File: src/rtl/intake_pkg.sv
package intake_pkg;
  localparam int NP = 4;

  typedef enum logic [1:0] {
    SRC_HP = 2'd0,
    SRC_OA = 2'd1,
    SRC_OB = 2'd2,
    SRC_PF = 2'd3
  } srcT;

  typedef struct packed {
    logic loadA;
    logic advA;
    logic advB;
    logic loadNa;
    srcT  winSrc;
  } stageStrobesT;
endpackage

File: src/rtl/intake_ctrl.sv
module intake_ctrl
  import intake_pkg::*;
(
  input  logic          clk,
  input  logic          rstN,
  input  logic [NP-1:0] req,
  input  logic          obResume,
  input  logic          outReady,
  input  logic          outMiss,
  input  srcT           cSrc,
  output logic [NP-1:0] acc,
  output logic          dropFlag,
  output logic          outValid,
  output logic          missIrq,
  output logic          pfMissRpt,
  output logic          rundown,
  output stageStrobesT  str
);
  logic aValid, bValid, cValid;
  logic retire, advA, advB, aFree;
  logic anyReq, isResume, discard, take, trig, pfTrig;
  srcT  winIdx;

  always_comb begin
    winIdx = SRC_PF;
    anyReq = |req;
    for (int i = NP - 1; i >= 0; i--) begin
      if (req[i]) winIdx = srcT'(i);
    end
  end

  always_comb begin
    retire   = cValid && outReady;
    advB     = bValid && (!cValid || retire);
    advA     = aValid && (!bValid || advB);
    aFree    = !aValid || advA;
    isResume = anyReq && (winIdx == SRC_OB) && obResume;
    discard  = anyReq && rundown && !isResume;
    take     = anyReq && !discard && aFree;
    trig     = retire && outMiss && !rundown && (cSrc != SRC_PF);
    pfTrig   = retire && outMiss && (cSrc == SRC_PF);
  end

  generate
    for (genvar g = 0; g < NP; g++) begin : gAcc
      assign acc[g] = (discard || take) && (winIdx == srcT'(g));
    end
  endgenerate

  assign dropFlag   = discard;
  assign outValid   = cValid;
  assign str.loadA  = take;
  assign str.advA   = advA;
  assign str.advB   = advB;
  assign str.loadNa = advB && !rundown && !trig;
  assign str.winSrc = winIdx;

  always_ff @(posedge clk) begin
    if (!rstN) begin
      aValid    <= 1'b0;
      bValid    <= 1'b0;
      cValid    <= 1'b0;
      rundown   <= 1'b0;
      missIrq   <= 1'b0;
      pfMissRpt <= 1'b0;
    end else begin
      aValid    <= take || (aValid && !advA);
      bValid    <= advA || (bValid && !advB);
      cValid    <= advB || (cValid && !retire);
      missIrq   <= trig;
      pfMissRpt <= pfTrig;
      if (trig) rundown <= 1'b1;
      else if (take && isResume) rundown <= 1'b0;
    end
  end


  prio_order_chk: assert property (@(posedge clk) disable iff (!rstN)
    (acc[3] |-> !req[0] && !req[1] && !req[2]) and
    (acc[2] |-> !req[0] && !req[1]) and (acc[1] |-> !req[0]));


  full_stall_chk: assert property (@(posedge clk) disable iff (!rstN)
    (aValid && bValid && cValid && !outReady) |-> (acc == '0 || dropFlag));


  miss_enter_chk: assert property (@(posedge clk) disable iff (!rstN)
    (outValid && outReady && outMiss && !rundown && cSrc != SRC_PF)
      |=> (rundown && missIrq));


  drop_no_load_chk: assert property (@(posedge clk) disable iff (!rstN)
    dropFlag |=> (aValid == $past(aValid && !advA)));


  resume_exit_chk: assert property (@(posedge clk) disable iff (!rstN)
    (rundown && obResume && acc[2] && !dropFlag) |=> !rundown);
endmodule

File: src/rtl/intake_path.sv
module intake_path
  import intake_pkg::*;
#(
  parameter int ADDR_W = 24,
  parameter int TAG_W  = 4,
  parameter int CTRL_W = 3
) (
  input  logic              clk,
  input  logic              rstN,
  input  stageStrobesT      str,
  input  logic              rundownIn,
  input  logic [ADDR_W-1:0] reqAddr [NP],
  input  logic [TAG_W-1:0]  reqTag  [NP],
  input  logic [CTRL_W-1:0] reqCtrl [NP],
  output logic [ADDR_W-1:0] outAddr,
  output logic [TAG_W-1:0]  outTag,
  output logic [CTRL_W-1:0] outCtrl,
  output srcT               cSrc,
  output logic [ADDR_W-1:0] failAddr
);
  typedef struct packed {
    logic [ADDR_W-1:0] addr;
    logic [TAG_W-1:0]  tag;
    logic [CTRL_W-1:0] ctrl;
    srcT               src;
  } entryT;

  entryT stA, stB, stC, newEntry;

  always_comb begin
    newEntry.addr = reqAddr[str.winSrc];
    newEntry.tag  = reqTag[str.winSrc];
    newEntry.ctrl = reqCtrl[str.winSrc];
    newEntry.src  = str.winSrc;
  end

  always_ff @(posedge clk) begin
    if (!rstN) begin
      stA      <= '0;
      stB      <= '0;
      stC      <= '0;
      failAddr <= '0;
    end else begin
      if (str.loadA)  stA      <= newEntry;
      if (str.advA)   stB      <= stA;
      if (str.advB)   stC      <= stB;
      if (str.loadNa) failAddr <= stB.addr;
    end
  end

  assign outAddr = stC.addr;
  assign outTag  = stC.tag;
  assign outCtrl = stC.ctrl;
  assign cSrc    = stC.src;


  fail_frozen_chk: assert property (@(posedge clk) disable iff (!rstN)
    rundownIn |=> $stable(failAddr));


  fail_track_chk: assert property (@(posedge clk) disable iff (!rstN)
    str.loadNa |=> (failAddr == stC.addr));
endmodule

File: src/rtl/req_intake.sv
module req_intake
  import intake_pkg::*;
#(
  parameter int ADDR_W = 24,
  parameter int TAG_W  = 4,
  parameter int CTRL_W = 3
) (
  input  logic              clk,
  input  logic              rstN,
  input  logic              hpReq,
  input  logic [ADDR_W-1:0] hpAddr,
  input  logic [TAG_W-1:0]  hpTag,
  input  logic [CTRL_W-1:0] hpCtrl,
  output logic              hpAcc,
  input  logic              oaReq,
  input  logic [ADDR_W-1:0] oaAddr,
  input  logic [TAG_W-1:0]  oaTag,
  input  logic [CTRL_W-1:0] oaCtrl,
  output logic              oaAcc,
  input  logic              obReq,
  input  logic [ADDR_W-1:0] obAddr,
  input  logic [TAG_W-1:0]  obTag,
  input  logic [CTRL_W-1:0] obCtrl,
  input  logic              obResume,
  output logic              obAcc,
  input  logic              pfReq,
  input  logic [ADDR_W-1:0] pfAddr,
  input  logic [TAG_W-1:0]  pfTag,
  input  logic [CTRL_W-1:0] pfCtrl,
  output logic              pfAcc,
  output logic              dropFlag,
  output logic              outValid,
  output logic [ADDR_W-1:0] outAddr,
  output logic [TAG_W-1:0]  outTag,
  output logic [CTRL_W-1:0] outCtrl,
  output logic [1:0]        outSrc,
  input  logic              outReady,
  input  logic              outMiss,
  output logic              missIrq,
  output logic              pfMissRpt,
  output logic              rundown,
  output logic [ADDR_W-1:0] failAddr
);
  logic [NP-1:0]     req, acc;
  logic [ADDR_W-1:0] reqAddr [NP];
  logic [TAG_W-1:0]  reqTag  [NP];
  logic [CTRL_W-1:0] reqCtrl [NP];
  stageStrobesT      str;
  srcT               cSrc;

  assign req = {pfReq, obReq, oaReq, hpReq};
  assign reqAddr[0] = hpAddr;  assign reqTag[0] = hpTag;  assign reqCtrl[0] = hpCtrl;
  assign reqAddr[1] = oaAddr;  assign reqTag[1] = oaTag;  assign reqCtrl[1] = oaCtrl;
  assign reqAddr[2] = obAddr;  assign reqTag[2] = obTag;  assign reqCtrl[2] = obCtrl;
  assign reqAddr[3] = pfAddr;  assign reqTag[3] = pfTag;  assign reqCtrl[3] = pfCtrl;
  assign {pfAcc, obAcc, oaAcc, hpAcc} = acc;
  assign outSrc = cSrc;

  intake_ctrl uCtrl (
    .clk(clk), .rstN(rstN), .req(req), .obResume(obResume),
    .outReady(outReady), .outMiss(outMiss), .cSrc(cSrc),
    .acc(acc), .dropFlag(dropFlag), .outValid(outValid),
    .missIrq(missIrq), .pfMissRpt(pfMissRpt), .rundown(rundown), .str(str)
  );

  intake_path #(.ADDR_W(ADDR_W), .TAG_W(TAG_W), .CTRL_W(CTRL_W)) uPath (
    .clk(clk), .rstN(rstN), .str(str), .rundownIn(rundown),
    .reqAddr(reqAddr), .reqTag(reqTag), .reqCtrl(reqCtrl),
    .outAddr(outAddr), .outTag(outTag), .outCtrl(outCtrl),
    .cSrc(cSrc), .failAddr(failAddr)
  );
endmodule

File: config.mk
export PLATFORM = sky130hd
export DESIGN_NAME = req_intake
export DESIGN_NICKNAME = d
export VERILOG_FILES = /design/src/rtl/intake_pkg.sv /design/src/rtl/intake_ctrl.sv /design/src/rtl/intake_path.sv /design/src/rtl/req_intake.sv
export SDC_FILE = /design/constraint.sdc
export NUM_CORES = 1
export LEC_CHECK = 0
export CAP_MARGIN = 10
export CELL_PAD_IN_SITES_DETAIL_PLACEMENT = 1
export CELL_PAD_IN_SITES_GLOBAL_PLACEMENT = 2
export CORE_ASPECT_RATIO = 1.75
export CORE_MARGIN = 3
export CORE_UTILIZATION = 26
export DETAILED_ROUTE_END_ITERATION = 6
export PLACE_DENSITY_LB_ADDON = 0.1
export SLEW_MARGIN = 20
export SYNTH_ARGS = -nofsm -noshare
export SYNTH_HDL_FRONTEND = slang
export SYNTH_SLANG_ARGS = --single-unit
File: constraint.sdc
create_clock -name clk -period 2.2 [get_ports clk]
set_input_delay 0.55 -clock clk [delete_from_list [all_inputs] [get_ports clk]]
set_output_delay 0.55 -clock clk [all_outputs]
set_load 0.01 [all_outputs]
==> results.toml <==
[clock_network]
cts_tree = "yes"
clk_path_buf_depth = 2
cts_hold_buf = 0
clock_sinks = 129
root_buffer = "clkbuf_16"
ctsHtreeMaxLevel = 4
path_clk_slew_ns = 0.05
cts_buffers = 17
clkLatencyLatePin_ns = 0.41

[synthesis]
synth_seq_cells = 129
synth_edf_count = 0
ys.flop_type = "dfxtp_1"
ys_async_sr_fraction_pct = 0
ys_warn_count = 0
syn_nets = 854
synth-seq-area-share_pct = 43.9
synthCells = 721
ys_types = 31
synthesis.area_sq_um = 5880
syn_avg_cell_area_sq_um = 8.16

[floorplanning]
dieArea_sq_um = 24500
io_pins = 199
die_h_um = 205
num_rows = 72
start_util_pct = 26.5
core_sq_um = 22200
die_w_um = 120

[detailed_routing]
detail-route-antenna-nets = 0
wire_per_inst_um = 14.8
drtIter0Drc = 187
wirelength_um = 18100
dr.pass1.iters = 4
via_per_inst = 4.47
vias = 5466
drcViolationCount = 0

[setup_path]
cp.arrival_ns = 1.58
reg2reg_depth = 6
worstReg2RegStart = "uCtrl.outValid$_SDFF_PN0_"
required_ns = 1.65
rrSetupSlack_ns = 0.59
end_kind = "output pin"
path_class = "input port to output pin"
critPathLaunchType = "input port"
critPathMaxFanout = 3
r2r-end = "uPath.failAddr[2]$_SDFFE_PN0P_"

[global_route]
first_global_vias = 5838
overflow = 0
grt_pass1_wl_um = 29700
grt_max_degree = 73
antenna_found_initial = 0
grtUsageTotal_pct = 14.9

[min_path]
holdPathEnd = "uPath.failAddr[10]$_SDFFE_PN0P_"
hold-path-cell-count = 2
min_from = "uPath.failAddr[10]$_SDFFE_PN0P_"
hold_class = "flop to flop"

[flow_run]
drv_cap = 0

[sta]
maxSlewViolCount = 0
finClkSkew_ns = 0.0110
worst_slew_pin_slew_ns = 0.382
tns_ns = 0
relSlewSlack_pct = 74.5
finalCritPeriodShare_pct = 96.7
setup_slack_ns = 0.0737
max_freq_mhz = 470
finalHoldViolations = 0
finalCriticalPeriod_ns = 2.13
finalSetupViolCount = 0

[pwr]
power_leakage_nw = 3.32
power.total_w = 0.00671
powerDensity_nw_per_um2 = 739
ir_drop_uv = 498

[final_layout]
drive_gt1_share_pct = 9.38
fin_util_pct = 41.0
area_growth_syn_to_layout_pct = 54.6
antennaDiodeCount = 0
finalNetCount = 1048
nFillCells = 2633
design_area_sq_um = 9090

[run_status]
status = "completed"

[place]
placed_cell_area_sq_um = 8300
place_hpwl_um = 13900
place_ws_ns = -0.591
gp_congestion = 0.749
io_buffers = 198
==> metal layers <==
metal  part of all wire (%)  GRT usage [%]  up-vias
met2                     49           26.6      156
met3                    5.3           3.45       19
met5                      0              0        -
li1                       -              -     2794
met1                     44           17.4     2497
met4                    1.4           5.00        0
==> synthesized netlist by cell type, drive strengths merged (2+ instances only) <==
cell | number | area share, %
nand2 | 308 | 20
dfxtp | 129 | 44
a21boi | 93 | 12
mux2i | 64 | 11
clkbuf | 39 | 2.5
o221ai | 28 | 4.2
buf | 19 | 2.3
nor2 | 9 | 0.57
inv | 4 | 0.26
o2111ai | 3 | 0.45
o21ai | 3 | 0.45
a21oi | 2 | 0.17
and3 | 2 | 0.21
nand2b | 2 | 0.21
nand3 | 2 | 0.17
nor2b | 2 | 0.21
nor3 | 2 | 0.17
nor3b | 2 | 0.26
o211ai | 2 | 0.26
==> worst max-delay path by stage <==
stage               endpoint  slack, ns                       from
CTS                    pfAcc     -0.007                      oaReq
global placement       pfAcc      -0.60                   outReady
detailed placement     pfAcc      -0.59                   outReady
global route           oaAcc     -0.005  uCtrl.outValid$_SDFF_PN0_
finish                 oaAcc       0.07                   outReady
floorplan              pfAcc       0.08                      oaReq
==> timing repair <==
| action | 4_1_cts | 5_1_grt |
|---|---|---|
| gates cloned | 0 | 0 |
| pin swaps | 2 | 3 |
| setup buffers | 4 | 0 |
| endpoints found under the setup margin | 5 | 5 |
| resized for setup | 29 | 6 |
==> stage by stage <==
stage / std cells / hold slack [ns]
5_1_grt: 1224 / 0.474
2_1_floorplan: 721 / 0.431
4_1_cts: 1224 / 0.458
3_3_place_gp: 1188 / 0.443
6_report: 1224 / 0.454
3_5_place_dp: 1188 / 0.451
==> cell usage in the layout (no fill, tap or decap), types with 2 or more instances in the layout <==
cell type          n
buf_12             9
nand2b_1           2
a21boi_1          29
bufinv_16          8
o221ai_1          28
clkdlybuf4s50_1  188
clkbuf_8           2
clkinv_2           3
clkbuf_1           2
dfxtp_1          129
o2111ai_1          3
clkbuf_16         17
a21boi_0          63
nor2_1             7
mux2i_1           64
o211ai_1           2
inv_1              4
nand2_1          308
buf_2              5
clkdlybuf4s15_2    2
buf_4             26
and3_1             2
==> power breakdown <==
| group | internal, W | switching (W) |
|---|---|---|
| Combinational | 0.000458 | 0.000372 |
| Sequential | 0.00243 | 0.0000598 |
| Clock | 0.00241 | 0.000982 |
==> cells by family (layout without fill, tap and decap cells) <==
| group | after synthesis | count (layout) | share of synthesized area (%) |
|---|---|---|---|
| and+or+nand+nor | 331 | 331 | 21.7 |
| AOI/OAI and AO/OA | 135 | 135 | 18.4 |
| muxes | 64 | 64 | 10.9 |
| buffers and inverters | 62 | 269 | 5.02 |
| DFF | 129 | 129 | 43.9 |
==> cell type report <==
type                            instances  area (sq um)  area share, %
Clock buffer                           21           460           5.07
Clock inverter                         11           255           2.81
Inverter                                4          15.0          0.165
Multi-Input combinational cell        530          3070           33.8
Sequential cell                       129          2580           28.4
Tap cell                              296           370           4.07
Timing Repair Buffer                  233          2340           25.7
==> flip-flops by register name, summed over array words and instances (netlist names), 2 cells and up <==
signal          flops
uPath.stA          33
uPath.stB          33
uPath.failAddr     24
uPath.outAddr      24
uPath.outTag        4
uPath.outCtrl       3
uPath.cSrc          2
==> critical path, cell delays in order <==
cell and delay (ns):
clkdlybuf4s15_2 0.23, nor2b_4 0.15, nand3_4 0.11, nor2_4 0.12, buf_4 0.14, nor3b_2 0.04
clkdlybuf4s15_2 0.22
(Power assumes the default switching activity.)
